--- src/rtl/adc_scan_pkg.sv ---
package adc_scan_pkg;

  typedef enum logic [1:0] {
    E_IDLE,
    E_SHIFT,
    E_GAP
  } eng_state_t;

  typedef enum logic [1:0] {
    T_BOOT,
    T_FRAME,
    T_WAIT
  } seq_state_t;

endpackage

--- src/rtl/adc_sclk_div.sv ---
module adc_sclk_div #(
  parameter int CLK_DIV = 2
) (
  input  logic clk,
  input  logic rst,
  input  logic run,
  output logic tick
);
  localparam int CW = $clog2(CLK_DIV + 1);
  localparam logic [CW-1:0] CNT_LAST = CW'(CLK_DIV - 1);

  logic [CW-1:0] cnt;

  always_ff @(posedge clk) begin
    if (rst || !run) begin
      cnt <= '0;
    end else if (cnt == CNT_LAST) begin
      cnt <= '0;
    end else begin
      cnt <= cnt + 1'b1;
    end
  end

  assign tick = run && (cnt == CNT_LAST);

endmodule

--- src/rtl/adc_wait_timer.sv ---
module adc_wait_timer #(
  parameter int WAIT_CYCLES = 44
) (
  input  logic clk,
  input  logic rst,
  input  logic arm,
  input  logic clear,
  input  logic eoc_mode,
  input  logic eoc,
  output logic ready
);
  localparam int CW = $clog2(WAIT_CYCLES + 1);
  localparam logic [CW-1:0] CNT_LAST = CW'(WAIT_CYCLES - 1);

  logic          active;
  logic [CW-1:0] cnt;

  always_ff @(posedge clk) begin
    if (rst) begin
      active <= 1'b0;
      cnt    <= '0;
    end else if (arm) begin
      active <= 1'b1;
      cnt    <= '0;
    end else if (clear) begin
      active <= 1'b0;
    end else if (active && cnt != CNT_LAST) begin
      cnt <= cnt + 1'b1;
    end
  end

  assign ready = active && (eoc_mode ? eoc : (cnt == CNT_LAST));

endmodule

--- src/rtl/adc_frame_engine.sv ---
module adc_frame_engine
  import adc_scan_pkg::*;
#(
  parameter int FRAME_BITS = 16,
  parameter int RES_BITS   = 10,
  parameter int SPLIT_AT   = 8,
  parameter int GAP_CYCLES = 20
) (
  input  logic                  clk,
  input  logic                  rst,
  input  logic                  start,
  input  logic                  split,
  input  logic [FRAME_BITS-1:0] tx_word,
  input  logic                  tick,
  input  logic                  miso,
  output logic                  run,
  output logic                  cs_n,
  output logic                  sclk,
  output logic                  mosi,
  output logic                  done,
  output logic [RES_BITS-1:0]   rx_res
);
  localparam int BW     = $clog2(FRAME_BITS);
  localparam int GW     = $clog2(GAP_CYCLES + 1);
  localparam int OFFSET = FRAME_BITS - RES_BITS;
  localparam logic [BW-1:0] LAST_BIT  = BW'(FRAME_BITS - 1);
  localparam logic [BW-1:0] SPLIT_BIT = BW'(SPLIT_AT - 1);
  localparam logic [GW-1:0] GAP_LAST  = GW'(GAP_CYCLES - 1);

  eng_state_t            st;
  logic [FRAME_BITS-2:0] sh_tx;
  logic [FRAME_BITS-1:0] rx_word;
  logic [BW-1:0]         bit_idx;
  logic [GW-1:0]         gap_cnt;

  assign run    = (st == E_SHIFT);
  assign rx_res = RES_BITS'(rx_word >> OFFSET);

  always_ff @(posedge clk) begin
    if (rst) begin
      st      <= E_IDLE;
      cs_n    <= 1'b1;
      sclk    <= 1'b0;
      mosi    <= 1'b0;
      done    <= 1'b0;
      sh_tx   <= '0;
      rx_word <= '0;
      bit_idx <= '0;
      gap_cnt <= '0;
    end else begin
      done <= 1'b0;
      case (st)
        E_IDLE: begin
          if (start) begin
            cs_n    <= 1'b0;
            sclk    <= 1'b0;
            mosi    <= tx_word[FRAME_BITS-1];
            sh_tx   <= tx_word[FRAME_BITS-2:0];
            bit_idx <= '0;
            st      <= E_SHIFT;
          end
        end
        E_SHIFT: begin
          if (tick) begin
            if (!sclk) begin
              sclk    <= 1'b1;
              rx_word <= {rx_word[FRAME_BITS-2:0], miso};
            end else begin
              sclk <= 1'b0;
              if (bit_idx == LAST_BIT) begin
                cs_n <= 1'b1;
                mosi <= 1'b0;
                done <= 1'b1;
                st   <= E_IDLE;
              end else begin
                bit_idx <= bit_idx + 1'b1;
                mosi    <= sh_tx[FRAME_BITS-2];
                sh_tx   <= {sh_tx[FRAME_BITS-3:0], 1'b0};
                if (split && bit_idx == SPLIT_BIT) begin
                  gap_cnt <= '0;
                  st      <= E_GAP;
                end
              end
            end
          end
        end
        E_GAP: begin
          if (gap_cnt == GAP_LAST) begin
            st <= E_SHIFT;
          end else begin
            gap_cnt <= gap_cnt + 1'b1;
          end
        end
        default: st <= E_IDLE;
      endcase
    end
  end

endmodule

--- src/rtl/adc_result_bank.sv ---
module adc_result_bank #(
  parameter int ADDR_BITS = 4,
  parameter int WIDTH     = 10
) (
  input  logic                 clk,
  input  logic                 wr_en,
  input  logic [ADDR_BITS-1:0] wr_addr,
  input  logic [WIDTH-1:0]     wr_data,
  input  logic [ADDR_BITS-1:0] rd_addr,
  output logic [WIDTH-1:0]     rd_data
);
  localparam int DEPTH = 1 << ADDR_BITS;

  logic [WIDTH-1:0] mem [DEPTH];

  always_ff @(posedge clk) begin
    if (wr_en) begin
      mem[wr_addr] <= wr_data;
    end
  end

  always_ff @(posedge clk) begin
    rd_data <= mem[rd_addr];
  end

endmodule

--- src/rtl/adc_scan_ctrl.sv ---
module adc_scan_ctrl
  import adc_scan_pkg::*;
#(
  parameter int NUM_CH      = 9,
  parameter int ADDR_BITS   = 4,
  parameter int FRAME_BITS  = 16,
  parameter int RES_BITS    = 10,
  parameter int WAIT_CYCLES = 44,
  parameter int CLK_DIV     = 2,
  parameter int SPLIT_AT    = 8,
  parameter int GAP_CYCLES  = 20
) (
  input  logic                 clk,
  input  logic                 rst,
  input  logic                 cfg_eoc_mode,
  input  logic                 cfg_split,
  input  logic                 eoc,
  input  logic                 miso,
  input  logic [ADDR_BITS-1:0] rd_chan,
  output logic                 cs_n,
  output logic                 sclk,
  output logic                 mosi,
  output logic                 res_valid,
  output logic [ADDR_BITS-1:0] res_chan,
  output logic [RES_BITS-1:0]  res_data,
  output logic [RES_BITS-1:0]  rd_data
);
  localparam int PAD = FRAME_BITS - ADDR_BITS;
  localparam logic [ADDR_BITS-1:0] LAST_CH = ADDR_BITS'(NUM_CH - 1);

  seq_state_t            st;
  logic [ADDR_BITS-1:0]  tx_chan;
  logic [ADDR_BITS-1:0]  prev_chan;
  logic                  have_prev;
  logic                  start;
  logic                  wait_ready;
  logic                  tick;
  logic                  run;
  logic                  frame_done;
  logic                  store;
  logic [RES_BITS-1:0]   rx_res;
  logic [FRAME_BITS-1:0] tx_word;

  assign tx_word = {tx_chan, {PAD{1'b0}}};
  assign start   = (st == T_BOOT) || (st == T_WAIT && wait_ready);
  assign store   = (st == T_FRAME) && frame_done && have_prev;

  adc_sclk_div #(.CLK_DIV(CLK_DIV)) u_div (
    .clk  (clk),
    .rst  (rst),
    .run  (run),
    .tick (tick)
  );

  adc_frame_engine #(
    .FRAME_BITS (FRAME_BITS),
    .RES_BITS   (RES_BITS),
    .SPLIT_AT   (SPLIT_AT),
    .GAP_CYCLES (GAP_CYCLES)
  ) u_eng (
    .clk     (clk),
    .rst     (rst),
    .start   (start),
    .split   (cfg_split),
    .tx_word (tx_word),
    .tick    (tick),
    .miso    (miso),
    .run     (run),
    .cs_n    (cs_n),
    .sclk    (sclk),
    .mosi    (mosi),
    .done    (frame_done),
    .rx_res  (rx_res)
  );

  adc_wait_timer #(.WAIT_CYCLES(WAIT_CYCLES)) u_wait (
    .clk      (clk),
    .rst      (rst),
    .arm      (frame_done),
    .clear    (start),
    .eoc_mode (cfg_eoc_mode),
    .eoc      (eoc),
    .ready    (wait_ready)
  );

  adc_result_bank #(.ADDR_BITS(ADDR_BITS), .WIDTH(RES_BITS)) u_bank (
    .clk     (clk),
    .wr_en   (store),
    .wr_addr (prev_chan),
    .wr_data (rx_res),
    .rd_addr (rd_chan),
    .rd_data (rd_data)
  );

  always_ff @(posedge clk) begin
    if (rst) begin
      st        <= T_BOOT;
      tx_chan   <= '0;
      prev_chan <= '0;
      have_prev <= 1'b0;
      res_valid <= 1'b0;
      res_chan  <= '0;
      res_data  <= '0;
    end else begin
      res_valid <= 1'b0;
      case (st)
        T_BOOT: st <= T_FRAME;
        T_FRAME: begin
          if (frame_done) begin
            st <= T_WAIT;
            if (have_prev) begin
              res_valid <= 1'b1;
              res_chan  <= prev_chan;
              res_data  <= rx_res;
            end
            prev_chan <= tx_chan;
            have_prev <= 1'b1;
            tx_chan   <= (tx_chan == LAST_CH) ? '0 : tx_chan + 1'b1;
          end
        end
        T_WAIT: begin
          if (wait_ready) st <= T_FRAME;
        end
        default: st <= T_BOOT;
      endcase
    end
  end

endmodule

--- config.mk ---
export PLATFORM = sky130hd
export DESIGN_NAME = adc_scan_ctrl
export DESIGN_NICKNAME = d
export VERILOG_FILES = /design/src/rtl/adc_scan_pkg.sv /design/src/rtl/adc_sclk_div.sv /design/src/rtl/adc_wait_timer.sv /design/src/rtl/adc_frame_engine.sv /design/src/rtl/adc_result_bank.sv /design/src/rtl/adc_scan_ctrl.sv
export SDC_FILE = /design/constraint.sdc
export NUM_CORES = 1
export LEC_CHECK = 0
export ABC_AREA = 0
export ABC_CLOCK_PERIOD_IN_PS = 3000
export CORE_ASPECT_RATIO = 1.5
export CORE_UTILIZATION = 50
export CTS_BUF_LIST = sky130_fd_sc_hd__clkbuf_2 sky130_fd_sc_hd__clkbuf_4 sky130_fd_sc_hd__clkbuf_8
export DETAILED_ROUTE_END_ITERATION = 8
export DONT_BUFFER_PORTS = 1
export SKIP_CTS_REPAIR_TIMING = 1
export SLEW_MARGIN = 20
export SYNTH_ARGS = -nofsm -noshare
export SYNTH_HDL_FRONTEND = slang
export SYNTH_SLANG_ARGS = --single-unit
--- constraint.sdc ---
create_clock -name clk -period 3 [get_ports clk]
set_input_delay 0.6 -clock clk [delete_from_list [all_inputs] [get_ports clk]]
set_output_delay 0.6 -clock clk [all_outputs]
set_load 0.005 [all_outputs]
==> results by group, run 1 <==
Status
  – Outcome: complete, no violations

Clock tree
  – Max H-tree Level: 2
  – Worst-path clk slew: 70 ps
  – CTS Buffer Depth: 3
  – Clock Latency Late Sink: 500 ps
  – Clock sinks: 239
  – CTS Buf Count: 35
  – Root buf cell: clkbuf_8
  – CTS tree: done

STA
  – Max Freq: around 470 MHz
  – Hold Vio Cnt, Final: 0
  – Final period util: a little under three quarters
  – Final setup fails: 0
  – Setup TNS: 0 ps
  – Final Critical Period: roughly 2100 ps
  – Slew HR: 39.6%
  – Clock Skew: between 15 and 20 ps
  – Slew Viols, Final: 0
  – RSZ-0062 raised after global routing: no
  – Worst-margin pin slew: just over 900 ps

Global route
  – Antenna violations before repair: 0
  – Overall routing resource usage: 20.0%
  – First-pass GRT wire length: 28.4 mm
  – Gr ovfl total: 0
  – Vias in the first global route: 5199
  – Largest net degree at the start of global routing: between 60 and 70

Worst setup path
  – R2R depth: 5
  – Worst Setup SP: st[1]$_SDFFE_PP0P_
  – Crit path max fanout: 13
  – Crit path DAT: 2330 ps
  – R2r setup slk: 860 ps
  – Reg2reg start: st[1]$_SDFFE_PP0P_
  – R2R Path End: u_bank.mem[0][7]$_DFFE_PP_
  – Crit Path Category: register to register
  – Worst setup SP type: register
  – CP endpoint: u_bank.mem[0][7]$_DFFE_PP_
  – CP Capture Type: register
  – Worst path required time: 3190 ps

Synth
  – Synthesized flop and latch total: about 240
  – Yosys warns: 0
  – Syn avg cell area: roughly 15 µm²
  – Synth async-reset ratio: 0%
  – Post-synthesis mux area share: 13.8%
  – Largest family of logic cells by synthesized area: multiplexers
  – Post-Syn Nets: 622
  – Post-Synth XOR/XNOR Area: 0.660%
  – Most used DFF post-synth: edfxtp_1
  – Register area share after synthesis: between 60% and 70%
  – EDFF count, synth: 160
  – Synth Area in Compound Gates: 4.77%
  – Post-Synthesis Cells: 606
  – Post-synth cell types: between 40 and 50
  – Post-Synth Simple-Gate Area: 9.06%
  – Synth Area in Adders: 0.808%
  – Synth Cell Area: about 0.0093 mm²

Cells and area
  – Area grow syn2layout: 11.0%
  – Final layout net count: 647
  – Util after Layout: 57.0%
  – Most frequent cells in the layout: edfxtp_1 (160), nand2_1 (91), dfxtp_1 (79)
  – Final cell count without fillers: roughly 910
  – Share of cells above drive strength 1: 16.4%
  – # diodes: 0
  – Commonest non-fill, non-tap cell in the layout: edfxtp_1

Routing
  – Final wirelength: ~18 mm
  – Via count: approximately 4900
  – DRT antenna net count: 0
  – DR pass1 iterations: 4
  – Number of DRC markers in iteration 0: around 230
  – Remaining DRCs: 0
  – Wirelength per Cell: 19.9 µm
  – Vias per std cell: 5.47

Power
  – Clk pwr share: between 40% and 50%
  – Leakage: roughly 0.0034 µW
  – Sequential fraction of design power: between 50 and 60%
  – Switching Share: 19.4%
  – Max VDD drop: 0.634 mV
  – Net switching power: 1240 µW
  – Power Dens Cells: 616 mW/mm²
  – Comb pwr share: 2.4%
  – Internal cell power: 5120 µW

Job
  – Max Cap Violations: 0

Floorplanning
  – Initial Util: 51.4%
  – Die Span X: 113 µm
  – Die area: 0.0192 mm²
  – Core Area: 0.0181 mm²
  – I/O pin count: 38
  – Die height: 169 µm
  – # rows: 60

Placed design
  – DP Cell Count: 842
  – Detailed placer's ending HPWL: 12.0 mm
  – GP Congestion: 0.754
  – PortBufs: 0

Worst hold path
  – Hold crit path type: input pin to register
  – Worst hold path stage count: 1
[flip-flops by register name, indices dropped and copies added, names as in the netlist, 3 cells and up]
name,flops
u_eng.rx_word,16
u_eng.bit_idx,4
u_bank.mem,160
prev_chan,4
u_bank.rd_data,10
u_eng.gap_cnt,5
u_eng.sh_tx,3
u_wait.cnt,6
tx_chan,4
res_data,10
res_chan,4
[metrics by stage]
step | cell area (µm²) | total power [µW] | setup slack [ps] | hold slack [ps]
CTS | 10300 | 6420 | 874 | 147
detailed placement | 9570 | 3740 | 907 | 423
floorplan | 9300 | 3740 | 603 | 405
global route | 10300 | 6580 | 694 | 142
finish | 10300 | 6360 | 856 | 173
global placement | 9570 | 3740 | 931 | 412
[worst max-delay path, cell delays in order (launching register included)]
cell	delay (ps)
dfxtp_1	370
and3b_1	490
nand2_1	180
or3_1	400
nor3_1	160
buf_4	220
[layout make-up]
cell class,instances,area (µm²)
Clock inverter,10,103
Multi-Input combinational cell,328,2700
Timing Repair Buffer,19,143
Sequential cell,239,6390
Fill cell,1452,7770
Inverter,8,30.0
Tap cell,248,310
Clock buffer,53,642
[Yosys cell counts, types with 6 or more instances]
cell type | n | area [µm²]
and2_1 | 6 | 37.5
nand2_1 | 91 | 342
nand2b_1 | 6 | 37.5
clkbuf_1 | 17 | 63.8
ha_1 | 6 | 75.1
or2_2 | 7 | 43.8
nand3_1 | 8 | 40.0
mux4_2 | 19 | 428
nor3_1 | 6 | 30.0
o21ai_0 | 11 | 55.1
dfxtp_1 | 79 | 1580
edfxtp_1 | 160 | 4800
a21oi_1 | 51 | 255
mux4_1 | 31 | 815
nor2_1 | 41 | 154
inv_1 | 8 | 30.0
[power by group through the flow]
stage               combinational (µW)  clock, µW  sequential, µW
detailed placement                 158          0            3580
CTS                                159       2750            3510
finish                             154       2690            3510
global placement                   155          0            3580
floorplan                          165          0            3580
global route                       166       2900            3510
[how the worst min path moves through the flow]
stage	from	to	slack, ps
6_report	rst	u_eng.st[1]$_SDFFE_PP0P_	170
4_1_cts	rst	u_eng.rx_word[10]$_SDFFE_PP0P_	150
2_1_floorplan	u_div.cnt[0]$_SDFF_PP0_	u_div.cnt[0]$_SDFF_PP0_	400
3_5_place_dp	u_div.cnt[0]$_SDFF_PP0_	u_div.cnt[0]$_SDFF_PP0_	420
3_3_place_gp	u_div.cnt[0]$_SDFF_PP0_	u_div.cnt[0]$_SDFF_PP0_	410
5_1_grt	rst	u_eng.bit_idx[1]$_SDFFE_PP0P_	140
[logic make-up after synthesis]
group / after synthesis
adders and majority gates: 6
AOI/OAI and AO/OA: 77
and+or+nand+nor: 184
DFF: 239
xor gates and xnor gates: 7
muxes: 54
buffers and inverters: 39
[metal layers]
| layer | vias up | track usage, % | part of all wire, % |
|---|---|---|---|
| met5 | - | 0 | 0 |
| met4 | 0 | 6.52 | 2.2 |
| met3 | 31 | 4.01 | 4.3 |
| met2 | 95 | 39.5 | 57 |
| met1 | 2472 | 20.7 | 37 |
| li1 | 2350 | - | - |
(Power assumes the default switching activity.)
==> run 2, diff against run 1 <==
--- a/config.mk
+++ b/config.mk
@@ -6,12 +6,13 @@
 export NUM_CORES = 1
 export LEC_CHECK = 0
 export ABC_AREA = 0
-export ABC_CLOCK_PERIOD_IN_PS = 3000
+export ABC_CLOCK_PERIOD_IN_PS = 1900
 export CORE_ASPECT_RATIO = 1.5
 export CORE_UTILIZATION = 50
 export CTS_BUF_LIST = sky130_fd_sc_hd__clkbuf_2 sky130_fd_sc_hd__clkbuf_4 sky130_fd_sc_hd__clkbuf_8
 export DETAILED_ROUTE_END_ITERATION = 8
 export DONT_BUFFER_PORTS = 1
+export PLACE_DENSITY = 0.68
 export SKIP_CTS_REPAIR_TIMING = 1
 export SLEW_MARGIN = 20
 export SYNTH_ARGS = -nofsm -noshare
==> constraint.sdc (replaced) <==
create_clock -name clk -period 1.9 [get_ports clk]
set_input_delay 0.38 -clock clk [delete_from_list [all_inputs] [get_ports clk]]
set_output_delay 0.38 -clock clk [all_outputs]
set_load 0.005 [all_outputs]
==> results by group, run 2 (synthesis results as in run 1) <==
Floorplanning
  – Core Area: 0.0181 mm²
  – I/O pin count: 38
  – Initial Util: 51.4%
  – # rows: 60
  – Die area: around 0.019 mm²
  – Die Span X: approximately 110 µm
  – Die height: 169 µm

Cells and area
  – Most frequent cells in the layout: edfxtp_1 (160), nand2_1 (91), dfxtp_1 (79)
  – Share of cells above drive strength 1: 19.1%
  – Util after Layout: 57.9%
  – Final layout net count: between 600 and 700
  – Commonest non-fill, non-tap cell in the layout: edfxtp_1
  – Top reg by flops: u_bank.mem
  – # diodes: 0
  – Top flop regs: u_bank.mem: 160 flops, u_eng.rx_word: 16 flops
  – Area grow syn2layout: 12.8%
  – Final cell count without fillers: ~920
  – Largest register FFs: 160

Worst setup path
  – Critical Path, Cell by Cell: ha_1 -> and3_1 -> nor3_4 -> a21oi_2 -> or3_1 -> a21oi_1
  – CP Capture Type: register
  – Crit path DAT: 2210 ps
  – Crit path max fanout: 9
  – Kind of cell adding the most delay to the critical path: simple AND/OR/NAND/NOR gates
  – Worst setup SP type: register
  – Crit Path Category: register to register
  – Max stage delay cell, worst path: or3_1
  – Critical Path Stages: 6
  – CP Buf/Inv Count: 0
  – R2R depth: 6
  – Max stage delay on crit path: 400 ps
  – Worst path required time: 2330 ps
  – R2r setup slk: approximately 120 ps

Power
  – Switching Share: roughly a fifth
  – Leakage: 0.00353 µW
  – Clk pwr share: roughly 42%
  – Max VDD drop: 0.501 mV
  – Internal cell power: 8080 µW
  – Power Dens Cells: 961 mW/mm²
  – Net switching power: about 2000 µW
  – Comb pwr share: 2.8%
  – Sequential fraction of design power: 55.0%
  – Total power: 10100 µW

Routing
  – Remaining DRCs: 0
  – DRT antenna net count: 0
  – Via count: 5024
  – Final wirelength: 18.5 mm
  – DR pass1 iterations: 4
  – Number of DRC markers in iteration 0: 238
  – Vias per std cell: 5.48
  – Wirelength per Cell: 20.2 µm

STA
  – Final period util: 93.5%
  – Slew HR: about 46%
  – Worst-margin pin slew: 807 ps
  – Hold_ws: around 55 ps
  – Hold Vio Cnt, Final: 0
  – Final Critical Period: 1780 ps
  – RSZ-0062 raised after global routing: no
  – Slew Viols, Final: 0
  – Clock Skew: 8.91 ps
  – Final setup fails: 0
  – Max Freq: 563 MHz

Clock tree
  – Clock Latency Late Sink: approximately 500 ps
  – CTS tree: done
  – Root buf cell: clkbuf_8
  – Worst-path clk slew: 60 ps
  – Max H-tree Level: 2
  – CTS Buffer Depth: 3
  – Clock sinks: 239
  – CTS Buf Count: 37

Placed design
  – GP Congestion: 0.815
  – Detailed placer's ending HPWL: 12.3 mm
  – PortBufs: 0
  – DP Cell Count: 851

Global route
  – Antenna violations before repair: 0
  – First-pass GRT wire length: 28.9 mm
  – Vias in the first global route: 5365
  – Largest net degree at the start of global routing: 61
  – Overall routing resource usage: 20.2%
  – Gr ovfl total: 0

Job
  – Max Cap Violations: 0

Status
  – Outcome: complete, no violations

Worst hold path
  – Hold crit path type: input pin to register
  – Worst hold path stage count: 1
run 2: cell types whose count changed in the layout (fill, tap and decap cells not counted), moves of 3 or more:
cell        before  now
buf_4           19   26
nor2_2           0    3
nor3_1           6    2
nor2_1          41   38
clkinvlp_4       3    0
clkinv_2         1    6
nor3_4           0    3
run 2: area by class of cell:
cell class	instances	area [µm²]
multi-input cells	328	2760
flip-flops and latches	239	6390
well taps	248	310
repair buffers	29	263
inverters	8	30.0
fillers	1402	7610
clock buffers	53	629
clock inverters	12	105
run 2: stage by stage:
step | setup TNS, ps | setup WS, ps | area [µm²]
2_1_floorplan | -3030 | -105 | 9340
4_1_cts | 0 | 88.9 | 10400
5_1_grt | 0 | 4.19 | 10500
6_report | 0 | 123 | 10500
3_3_place_gp | 0 | 192 | 9710
3_5_place_dp | 0 | 104 | 9710
run 2: layer usage:
| metal | GRT usage, % | part of all wire [%] | up-vias |
|---|---|---|---|
| met1 | 22.0 | 37 | 2495 |
| met5 | 0 | 0 | - |
| met3 | 4.26 | 5.1 | 27 |
| met4 | 7.15 | 2.5 | 0 |
| met2 | 38.2 | 55 | 128 |
| li1 | - | - | 2374 |
run 2: power by group through the flow:
stage	registers (µW)	clock network, µW	logic (µW)
3_5_place_dp	5660	0	265
3_3_place_gp	5650	0	262
5_1_grt	5540	4540	310
4_1_cts	5540	4310	266
6_report	5540	4240	287
2_1_floorplan	5650	0	261
run 2: final timing paths:
path / start / end
worst max-delay path: u_eng.bit_idx[0]$_SDFFE_PP0P_ / u_eng.bit_idx[2]$_SDFFE_PP0P_
worst min register to register: u_div.cnt[0]$_SDFF_PP0_ / u_div.cnt[0]$_SDFF_PP0_
worst max register to register: u_eng.bit_idx[0]$_SDFFE_PP0P_ / u_eng.bit_idx[2]$_SDFFE_PP0P_
worst min-delay path: rd_chan[3] / u_bank.rd_data[6]$_DFF_P_
